<file path="src/rtl/fcsw_pkg.sv">
// Shared field positions, command codes and constants for the
// floating-point control/status word unit.
package fcsw_pkg;
    localparam int WORD_W    = 16;
    localparam int EXC_N     = 6;
    localparam int CC_N      = 4;
    localparam int TOS_W     = 3;
    // status word positions
    localparam int SB_SF     = 6;
    localparam int SB_SUM    = 7;
    localparam int SB_C0     = 8;
    localparam int SB_C1     = 9;
    localparam int SB_C2     = 10;
    localparam int SB_TOS_LO = 11;
    localparam int SB_C3     = 14;
    localparam int SB_BUSY   = 15;
    // control word positions
    localparam int CB_PREC_LO = 8;
    localparam int CB_RND_LO  = 10;

    typedef enum logic [2:0] {
        OP_NOP  = 3'd0,
        OP_LDCW = 3'd1,
        OP_STCW = 3'd2,
        OP_STSW = 3'd3,
        OP_CLEX = 3'd4,
        OP_INIT = 3'd5
    } op_e;

    localparam logic [WORD_W-1:0] CW_DEFAULT = 16'h037F;
endpackage

</file>
<file path="src/rtl/fcsw_cmd_dec.sv">
// Command decoder. Turns a command into one-hot action strobes.
// A checking command is refused (stall) while an unmasked flag is
// pending. Assumes `pending` comes from registered state only.
module fcsw_cmd_dec
    import fcsw_pkg::*;
(
    input  logic       cmd_valid,
    input  logic [2:0] cmd_op,
    input  logic       cmd_chk,
    input  logic       pending,
    output logic       stall,
    output logic       do_ld,
    output logic       do_stcw,
    output logic       do_stsw,
    output logic       do_clr,
    output logic       do_init
);
    logic accept;

    // Refuse checking commands while an exception waits.
    always_comb begin
        stall  = cmd_valid & cmd_chk & pending;
        accept = cmd_valid & ~stall;
    end

    // Decode the accepted operation.
    always_comb begin
        do_ld   = 1'b0;
        do_stcw = 1'b0;
        do_stsw = 1'b0;
        do_clr  = 1'b0;
        do_init = 1'b0;
        if (accept) begin
            case (op_e'(cmd_op))
                OP_LDCW: do_ld   = 1'b1;
                OP_STCW: do_stcw = 1'b1;
                OP_STSW: do_stsw = 1'b1;
                OP_CLEX: do_clr  = 1'b1;
                OP_INIT: do_init = 1'b1;
                default: ;
            endcase
        end
    end
endmodule

</file>
<file path="src/rtl/fcsw_ctrl_reg.sv">
// Control word register. Loaded whole by a load command, forced to the
// default by initialise. Reserved bits are stored but feed no logic.
module fcsw_ctrl_reg
    import fcsw_pkg::*;
#(
    parameter logic [WORD_W-1:0] INIT_CW = CW_DEFAULT
) (
    input  logic              clk,
    input  logic              rst_n,
    input  logic              do_ld,
    input  logic              do_init,
    input  logic [WORD_W-1:0] ld_data,
    output logic [WORD_W-1:0] cw_q,
    output logic [WORD_W-1:0] cw_nxt
);
    // Next-value selection; initialise and load are exclusive.
    always_comb begin
        cw_nxt = cw_q;
        if (do_init)    cw_nxt = INIT_CW;
        else if (do_ld) cw_nxt = ld_data;
    end

    // Control word storage.
    always_ff @(posedge clk) begin
        if (!rst_n) cw_q <= INIT_CW;
        else        cw_q <= cw_nxt;
    end
endmodule

</file>
<file path="src/rtl/fcsw_stat_reg.sv">
// Status word register. Exception flags are sticky per bit and ignore
// the masks. Command effects (clear/initialise) are applied first and
// execution updates on top, so no same-cycle event is lost.
module fcsw_stat_reg
    import fcsw_pkg::*;
(
    input  logic              clk,
    input  logic              rst_n,
    input  logic              do_clr,
    input  logic              do_init,
    input  logic [EXC_N-1:0]  exc_evt,
    input  logic              sf_evt,
    input  logic              busy_set,
    input  logic              cc_we,
    input  logic [CC_N-1:0]   cc_in,
    input  logic              tos_we,
    input  logic [TOS_W-1:0]  tos_in,
    output logic [WORD_W-1:0] sw_q,
    output logic [WORD_W-1:0] sw_nxt
);
    logic              wipe;
    logic [EXC_N-1:0]  flag_q, flag_nxt;
    logic              sf_q, sf_nxt;
    logic              sum_q, sum_nxt;
    logic              busy_q, busy_nxt;
    logic [CC_N-1:0]   cc_q, cc_nxt;
    logic [TOS_W-1:0]  tos_q, tos_nxt;

    // Clear and initialise both wipe the exception state.
    always_comb wipe = do_clr | do_init;

    // One sticky flag per exception class.
    for (genvar i = 0; i < EXC_N; i++) begin : g_flag
        always_comb flag_nxt[i] = (flag_q[i] & ~wipe) | exc_evt[i];
        always_ff @(posedge clk) begin
            if (!rst_n) flag_q[i] <= 1'b0;
            else        flag_q[i] <= flag_nxt[i];
        end
    end

    // Next values of the non-flag fields.
    always_comb begin
        sf_nxt   = (sf_q & ~wipe) | sf_evt;
        busy_nxt = (busy_q & ~wipe) | busy_set;
        sum_nxt  = |flag_nxt;
        cc_nxt   = cc_we  ? cc_in  : (do_init ? '0 : cc_q);
        tos_nxt  = tos_we ? tos_in : (do_init ? '0 : tos_q);
    end

    // Storage of the non-flag fields.
    always_ff @(posedge clk) begin
        if (!rst_n) begin
            sf_q   <= 1'b0;
            busy_q <= 1'b0;
            sum_q  <= 1'b0;
            cc_q   <= '0;
            tos_q  <= '0;
        end else begin
            sf_q   <= sf_nxt;
            busy_q <= busy_nxt;
            sum_q  <= sum_nxt;
            cc_q   <= cc_nxt;
            tos_q  <= tos_nxt;
        end
    end

    // Assemble the current and next status words.
    always_comb begin
        sw_q = '0;
        sw_q[EXC_N-1:0]                 = flag_q;
        sw_q[SB_SF]                     = sf_q;
        sw_q[SB_SUM]                    = sum_q;
        sw_q[SB_C0]                     = cc_q[0];
        sw_q[SB_C1]                     = cc_q[1];
        sw_q[SB_C2]                     = cc_q[2];
        sw_q[SB_TOS_LO+TOS_W-1:SB_TOS_LO] = tos_q;
        sw_q[SB_C3]                     = cc_q[3];
        sw_q[SB_BUSY]                   = busy_q;

        sw_nxt = '0;
        sw_nxt[EXC_N-1:0]                 = flag_nxt;
        sw_nxt[SB_SF]                     = sf_nxt;
        sw_nxt[SB_SUM]                    = sum_nxt;
        sw_nxt[SB_C0]                     = cc_nxt[0];
        sw_nxt[SB_C1]                     = cc_nxt[1];
        sw_nxt[SB_C2]                     = cc_nxt[2];
        sw_nxt[SB_TOS_LO+TOS_W-1:SB_TOS_LO] = tos_nxt;
        sw_nxt[SB_C3]                     = cc_nxt[3];
        sw_nxt[SB_BUSY]                   = busy_nxt;
    end
endmodule

</file>
<file path="src/rtl/fcsw_irq_gen.sv">
// Interrupt request: any flag whose mask bit is clear. Works from the
// registered words, so a mask opened by a load shows the cycle after.
module fcsw_irq_gen
    import fcsw_pkg::*;
(
    input  logic [EXC_N-1:0] flags,
    input  logic [EXC_N-1:0] masks,
    output logic             pending
);
    // Reduce the unmasked flags to one request.
    always_comb pending = |(flags & ~masks);
endmodule

</file>
<file path="src/rtl/fcsw_unit.sv">
// Top of the control/status word unit. Wires decoder, both word
// registers and the request logic, and registers read-back data.
// Assumes at most one command per cycle on the command port.
module fcsw_unit
    import fcsw_pkg::*;
#(
    parameter logic [15:0] INIT_CW = CW_DEFAULT
) (
    input  logic        clk,
    input  logic        rst_n,
    input  logic        cmd_valid,
    input  logic [2:0]  cmd_op,
    input  logic        cmd_chk,
    input  logic [15:0] cmd_data,
    output logic        cmd_stall,
    input  logic [5:0]  exc_evt,
    input  logic        stk_fault_evt,
    input  logic        busy_set,
    input  logic        cc_we,
    input  logic [3:0]  cc_in,
    input  logic        tos_we,
    input  logic [2:0]  tos_in,
    output logic [15:0] ctrl_word,
    output logic [15:0] stat_word,
    output logic        irq,
    output logic [1:0]  round_mode,
    output logic [1:0]  prec_mode,
    output logic        rd_valid,
    output logic [15:0] rd_data
);
    logic              do_ld, do_stcw, do_stsw, do_clr, do_init;
    logic              pending;
    logic [WORD_W-1:0] cw_q, cw_nxt, sw_q, sw_nxt;

    fcsw_cmd_dec u_dec (
        .cmd_valid (cmd_valid),
        .cmd_op    (cmd_op),
        .cmd_chk   (cmd_chk),
        .pending   (pending),
        .stall     (cmd_stall),
        .do_ld     (do_ld),
        .do_stcw   (do_stcw),
        .do_stsw   (do_stsw),
        .do_clr    (do_clr),
        .do_init   (do_init)
    );

    fcsw_ctrl_reg #(.INIT_CW(INIT_CW)) u_cw (
        .clk     (clk),
        .rst_n   (rst_n),
        .do_ld   (do_ld),
        .do_init (do_init),
        .ld_data (cmd_data),
        .cw_q    (cw_q),
        .cw_nxt  (cw_nxt)
    );

    fcsw_stat_reg u_sw (
        .clk      (clk),
        .rst_n    (rst_n),
        .do_clr   (do_clr),
        .do_init  (do_init),
        .exc_evt  (exc_evt),
        .sf_evt   (stk_fault_evt),
        .busy_set (busy_set),
        .cc_we    (cc_we),
        .cc_in    (cc_in),
        .tos_we   (tos_we),
        .tos_in   (tos_in),
        .sw_q     (sw_q),
        .sw_nxt   (sw_nxt)
    );

    fcsw_irq_gen u_irq (
        .flags   (sw_q[EXC_N-1:0]),
        .masks   (cw_q[EXC_N-1:0]),
        .pending (pending)
    );

    // Drive the word, field and request outputs.
    always_comb begin
        ctrl_word  = cw_q;
        stat_word  = sw_q;
        irq        = pending;
        round_mode = cw_q[CB_RND_LO+1:CB_RND_LO];
        prec_mode  = cw_q[CB_PREC_LO+1:CB_PREC_LO];
    end

    // Register read-back of the post-update word.
    always_ff @(posedge clk) begin
        if (!rst_n) begin
            rd_valid <= 1'b0;
            rd_data  <= '0;
        end else begin
            rd_valid <= do_stcw | do_stsw;
            if (do_stcw)      rd_data <= cw_nxt;
            else if (do_stsw) rd_data <= sw_nxt;
        end
    end
endmodule

</file>
<file path="config.mk">
export PLATFORM = sky130hd
export DESIGN_NAME = fcsw_unit
export DESIGN_NICKNAME = d
export VERILOG_FILES = /design/src/rtl/fcsw_pkg.sv /design/src/rtl/fcsw_cmd_dec.sv /design/src/rtl/fcsw_ctrl_reg.sv /design/src/rtl/fcsw_stat_reg.sv /design/src/rtl/fcsw_irq_gen.sv /design/src/rtl/fcsw_unit.sv
export SDC_FILE = /design/constraint.sdc
export NUM_CORES = 1
export LEC_CHECK = 0
export BUFFER_PORTS_ARGS = -buffer_cell sky130_fd_sc_hd__buf_4
export CAP_MARGIN = 20
export CORE_UTILIZATION = 51
export CTS_CLUSTER_SIZE = 12
export DETAILED_ROUTE_END_ITERATION = 8
export PLACE_DENSITY = 0.85
export SLEW_MARGIN = 20
export SYNTH_ARGS = -nofsm -noshare
export SYNTH_HDL_FRONTEND = slang
export SYNTH_SLANG_ARGS = --single-unit
</file>
<file path="constraint.sdc">
create_clock -name clk -period 2.8 [get_ports clk]
set_input_delay 0.56 -clock clk [delete_from_list [all_inputs] [get_ports clk]]
set_output_delay 0.56 -clock clk [all_outputs]
set_load 0.01 [all_outputs]
</file>
==> Yosys cells after proc, flatten, opt, wreduce, memory -nomap -nowiden <==
Index checks and enable logic that the tools add are counted.
{ "totals": {"reg_bits": 49, "latchBits": 0, "ramBits": 0, "mem_bits_ro": 0, "output_inout_bits": 55, "memories": 0} }
{ "op_classes": {"n_addsub": 0, "mul": 0, "n_div": 0, "n_lt_le_gt_ge": 0, "n_eq_ne": 5, "shifts": 0, "mux": 18, "bitwise": 25, "n_reduce_logical": 3} }
{ "ops": {"columns": ["op", "count"], "rows": [
  ["$mux 16", 4],
  ["$reduce_or 6->1", 2],
  ["$and 1x1->1", 11],
  ["$mux 1", 10],
  ["$or 1x1->1", 10],
  ["$mux 4", 2],
  ["$and 6x6->6", 1],
  ["$eq 3x2->1 const B", 2],
  ["$eq 3x3->1 const B", 2],
  ["$mux 3", 2],
  ["$not 6->6", 1],
  ["$eq 3x1->1 const B", 1],
  ["$not 1->1", 2],
  ["$reduce_bool 2->1", 1]
]} }

==> Logic depth before layout (Yosys ltp) <==
{ "logic_depth": {"depth_word": 14, "mapped_depth": 9, "depth_no_buf": 5} }

==> Cells and area by module <==
From an unflattened synthesis, not the netlist that was laid out.
{ "hier_totals": {"hier_cells": 237, "area_unflattened_um2": 2371.0} }
{ "by_module_without_submodules": {"columns": ["module", "instances", "cells_per_inst", "area_per_inst_um2", "seq_area_each_um2"], "rows": [
  ["fcsw_unit", 1, 77, 908.4, 340.3],
  ["fcsw_ctrl_reg", 1, 71, 680.7, 320.3],
  ["fcsw_stat_reg", 1, 69, 666.9, 320.3],
  ["fcsw_cmd_dec", 1, 10, 67.6, 0.0],
  ["fcsw_irq_gen", 1, 10, 47.5, 0.0]
]} }

==> Least setup slack after synthesis <==
No wires, ideal clock.
{ "synth_timing": {"kind": "input-to-reg", "start": "in cmd_op[2]", "end": "reg rd_data[15]", "setup_time_ns": 0.127, "t_arrival_ns": 1.879, "t_required_ns": 2.673, "slack_ns": 0.795, "path_stages": 7, "cell_sequence": "clkbuf_1 -> nand2b_1 -> nor4b_1 -> o2bb2ai_2 -> nand2b_1 -> buf_2 -> o32ai_1"} }
{ "synth_via": {"elab_chain_len": 9, "word_cells_on_any_way": 24} }
{ "synth_rtl": {"columns": ["element", "line", "text"], "rows": [
  ["from (decl)", "fcsw_unit.sv:12", "input logic [2:0] cmd_op,"],
  ["$eq 3x3->1", "fcsw_cmd_dec.sv:34", "case (op_e'(cmd_op))"],
  ["$mux 1", "fcsw_cmd_dec.sv:34", null],
  ["$mux 1", "fcsw_cmd_dec.sv:33", "if (accept) begin"],
  ["$or 1x1->1", "fcsw_stat_reg.sv:30", "always_comb wipe = do_clr | do_init;"],
  ["$not 1->1", "fcsw_stat_reg.sv:44", "busy_nxt = (busy_q & ~wipe) | busy_set;"],
  ["$and 1x1->1", "fcsw_stat_reg.sv:44", null],
  ["$or 1x1->1", "fcsw_stat_reg.sv:44", null],
  ["$mux 16", "fcsw_unit.sv:97", "else if (do_stsw) rd_data <= sw_nxt;"],
  ["$mux 16", "fcsw_unit.sv:96", "if (do_stcw) rd_data <= cw_nxt;"],
  ["to (signal assigned)", "fcsw_unit.sv:96", null],
  ["to (signal assigned)", "fcsw_unit.sv:97", null],
  ["to (decl)", "fcsw_unit.sv:29", "output logic [15:0] rd_data"]
]} }
Several ways; a longest one is shown, not always the timed one. The select of a mux whose other input is x is not followed.
A chain may end at the register's enable or synchronous reset.

==> Worst setup path after layout <==
{ "layout_timing": {"start": "reg u_sw.flag_q[4] (netlist: u_sw.sw_q[4])", "end": "out cmd_stall"} }
{ "layout_via": {"elab_chain_len": 3} }
{ "layout_rtl": {"columns": ["element", "line", "text"], "rows": [
  ["from (decl)", "fcsw_stat_reg.sv:22", "logic [EXC_N-1:0] flag_q, flag_nxt;"],
  ["from (signal, indexed assignment)", "fcsw_stat_reg.sv:37", "else flag_q[i] <= flag_nxt[i];"],
  ["$and 6x6->6", "fcsw_irq_gen.sv:11", "always_comb pending = |(flags & ~masks);"],
  ["$reduce_or 6->1", "fcsw_irq_gen.sv:11", null],
  ["$and 1x1->1", "fcsw_cmd_dec.sv:22", "stall = cmd_valid & cmd_chk & pending;"],
  ["to (decl)", "fcsw_unit.sv:15", "output logic cmd_stall,"]
]} }
No other way between the ends.

==> impl_metrics.env <==
export IMPL_stdcell_count=388
export IMPL_met3_usage=0.0709
export IMPL_met2_usage=0.418
export IMPL_rsz0062_at_grt="false"
export IMPL_ys_warn_count=0
export IMPL_clkTransAtPathRegs_ps=90
export IMPL_antenna_cells=0
export IMPL_syn_inst=254
export IMPL_setup_viol=0
export IMPL_worstPathMaxFanout=5
export IMPL_die_area_um2=4540
export IMPL_status="finished clean"
export IMPL_fp_dieH_um=67.4
export IMPL_vias=2137
export IMPL_synth_top_flop_cell="dfxtp_1"
export IMPL_drtAntennaViolNets=0
export IMPL_clock_sinks=49
export IMPL_cts_tree="done"
export IMPL_ys_seq_elements=49
export IMPL_vdd_ir_drop_max_uv=255
export IMPL_cts_buffers=5
export IMPL_place_congestion=0.856
export IMPL_vias_per_cell=5.51
export IMPL_crit_path_end_kind="output pin"
export IMPL_drv_cap=0
export IMPL_leakagePower_nw=1.26
export IMPL_worstPathArrival_ps=1760
export IMPL_hold_viol=0
export IMPL_grt_ovfl_total=0
export IMPL_worstSetupPathType="flop to output pin"
export IMPL_worstMarginPinSlew_ps=657
export IMPL_tns_ps=0
export IMPL_wl_per_cell_um=14.4
export IMPL_relSlewSlack=0.560
export IMPL_clock_path_buffers=2
export IMPL_firstDrtPassIters=5
export IMPL_grt_usage=0.252
export IMPL_num_fill_cells=322
export IMPL_final_layout_size_suffix_gt1_frac=0.334
export IMPL_initialDrtViolationCount=142
export IMPL_cts_root_buf="clkbuf_8"
export IMPL_finalCritPeriodShare=0.829
export IMPL_num_nets_final=377
export IMPL_hold_path_class="flop to flop"
export IMPL_start_util=0.537
export IMPL_synthDistinctLibCells=33
export IMPL_cts_setup_buffers=0
export IMPL_cp_data_required_time_ps=2240
export IMPL_final_common_cell="buf_4"
export IMPL_avgSynthCellArea_um2=8.58
export IMPL_use_met1=0.307
export IMPL_cts_resized=0
export IMPL_fmax_mhz=431
export IMPL_wirelength_mm=5.59
export IMPL_skew_ps=9.84
export IMPL_place_inst=380
export IMPL_die_width_um=67.4
export IMPL_syn_num_nets=294
export IMPL_fin_crit_ps=2320
export IMPL_ys_async_sr_fraction=0
export IMPL_final_cell_mix="buf_4, dfxtp_1, nor2_1, nand2_1, a21oi_1"
export IMPL_clk_latency_ps=300
export IMPL_min_path_cells=2
export IMPL_synth_edff_count=0
export IMPL_syn_to_final_growth_pct=34.9
export IMPL_grt_pass1_vias=1895
export IMPL_boundaryPins=95
export IMPL_worstSetupStartpointType="flop"
export IMPL_synth_seq_area_share=0.450
export IMPL_dp_hpwl_mm=4.18
export IMPL_fp_coreArea_um2=4060
export IMPL_antenna_found_initial=0
export IMPL_htreeDepth=2
export IMPL_fin_util=0.725
export IMPL_worstRegToRegCells=6
export IMPL_io_buffers=94
export IMPL_power_density_nw_per_um2=485
export IMPL_drc=0
export IMPL_slew_viol_final=0
export IMPL_grt_max_degree=26
export IMPL_rows=23
export IMPL_grt_pass1_wl_mm=8.53
export IMPL_ctsHoldBuffers=0
export IMPL_busiest_layer="met2"
export IMPL_synth_area_um2=2180
-- synth_stat cells, types with 2 or more instances --
master,count,area [um2]
nor2b_1,12,75.1
clkbuf_1,10,37.5
nand2_1,17,63.8
nor4_1,2,12.5
buf_2,4,20.0
a21oi_1,16,80.1
nor3b_1,2,15.0
or3b_1,4,35.0
or3b_2,3,26.3
o22ai_1,7,43.8
nand2b_1,10,62.6
a211oi_1,8,60.1
a31oi_2,2,25.0
inv_1,13,48.8
o21ai_0,9,45.0
mux2i_1,7,70.1
a31oi_1,8,50.1
dfxtp_1,49,981
buf_4,7,52.6
o32ai_1,9,78.8
nor2_1,34,128
nor3_1,10,50.1
-- layer usage --
layer,share of wire,vias to the layer above,wire length [um]
li1,-,1045,-
met1,0.42,993,2360
met2,0.50,90,2810
met3,0.060,9,337
met4,0.014,0,81
met5,0,-,0
-- metrics by stage --
stage / worst slack [ps] / hold WS, ps / power [mW] / instance area [um2]
after floorplan: 795 / 475 / 0.913 / 2180
after global placement: 540 / 447 / 1.04 / 2860
after detailed placement: 468 / 449 / 1.04 / 2860
after CTS: 480 / 464 / 1.43 / 2940
after global routing: 402 / 478 / 1.49 / 2940
final: 479 / 463 / 1.43 / 2940
-- sequential cells by signal, summed over array words and instances (netlist names) --
register	flops
rd_data	16
u_cw.cw_q	16
u_sw.sw_q	6
u_sw.busy_q	1
u_sw.tos_q	3
u_sw.sum_q	1
u_sw.sf_q	1
rd_valid	1
u_sw.cc_q	4
-- final timing paths --
check,startpoint,end,slack (ps)
max reg2reg,u_sw.sw_q[4]$_SDFF_PN0_,u_cw.cw_q[15]$_SDFF_PN0_,610
max,u_sw.sw_q[4]$_SDFF_PN0_,cmd_stall,480
min,rd_data[1]$_SDFFE_PN0P_,rd_data[1]$_SDFFE_PN0P_,460
min reg2reg,rd_data[1]$_SDFFE_PN0P_,rd_data[1]$_SDFFE_PN0P_,460
-- power breakdown --
part	leakage, nW	switching [mW]	internal, mW
logic	0.818	0.127	0.135
clock network	0.0385	0.223	0.177
registers	0.402	0.0307	0.733
total	1.26	0.380	1.05
-- cell families (layout without fill, tap and decap cells) --
kind of cell / after synthesis / count (layout) / share of synthesized area
compound gates: 62 / 62 / 0.197
buf+inv: 35 / 119 / 0.0781
flops: 49 / 49 / 0.450
simple gates: 101 / 101 / 0.242
mux: 7 / 7 / 0.0321
-- area by class of cell --
cell class,instances,area (um2),area share
clock buffers,7,76.3,0.0260
clock inverters,1,7.51,0.00255
inverters,13,48.8,0.0166
multi-input cells,170,1030,0.350
flip-flops and latches,49,981,0.334
well taps,50,62.6,0.0213
repair buffers,98,736,0.250
-- critical path, stage by stage, from the launching register on --
cell and delay, ps:
dfxtp_1 370, nor2b_4 150, a2111oi_4 470, nand2_1 130
and3_1 200, buf_4 140
No activity file was read; power rests on OpenSTA's default activity.
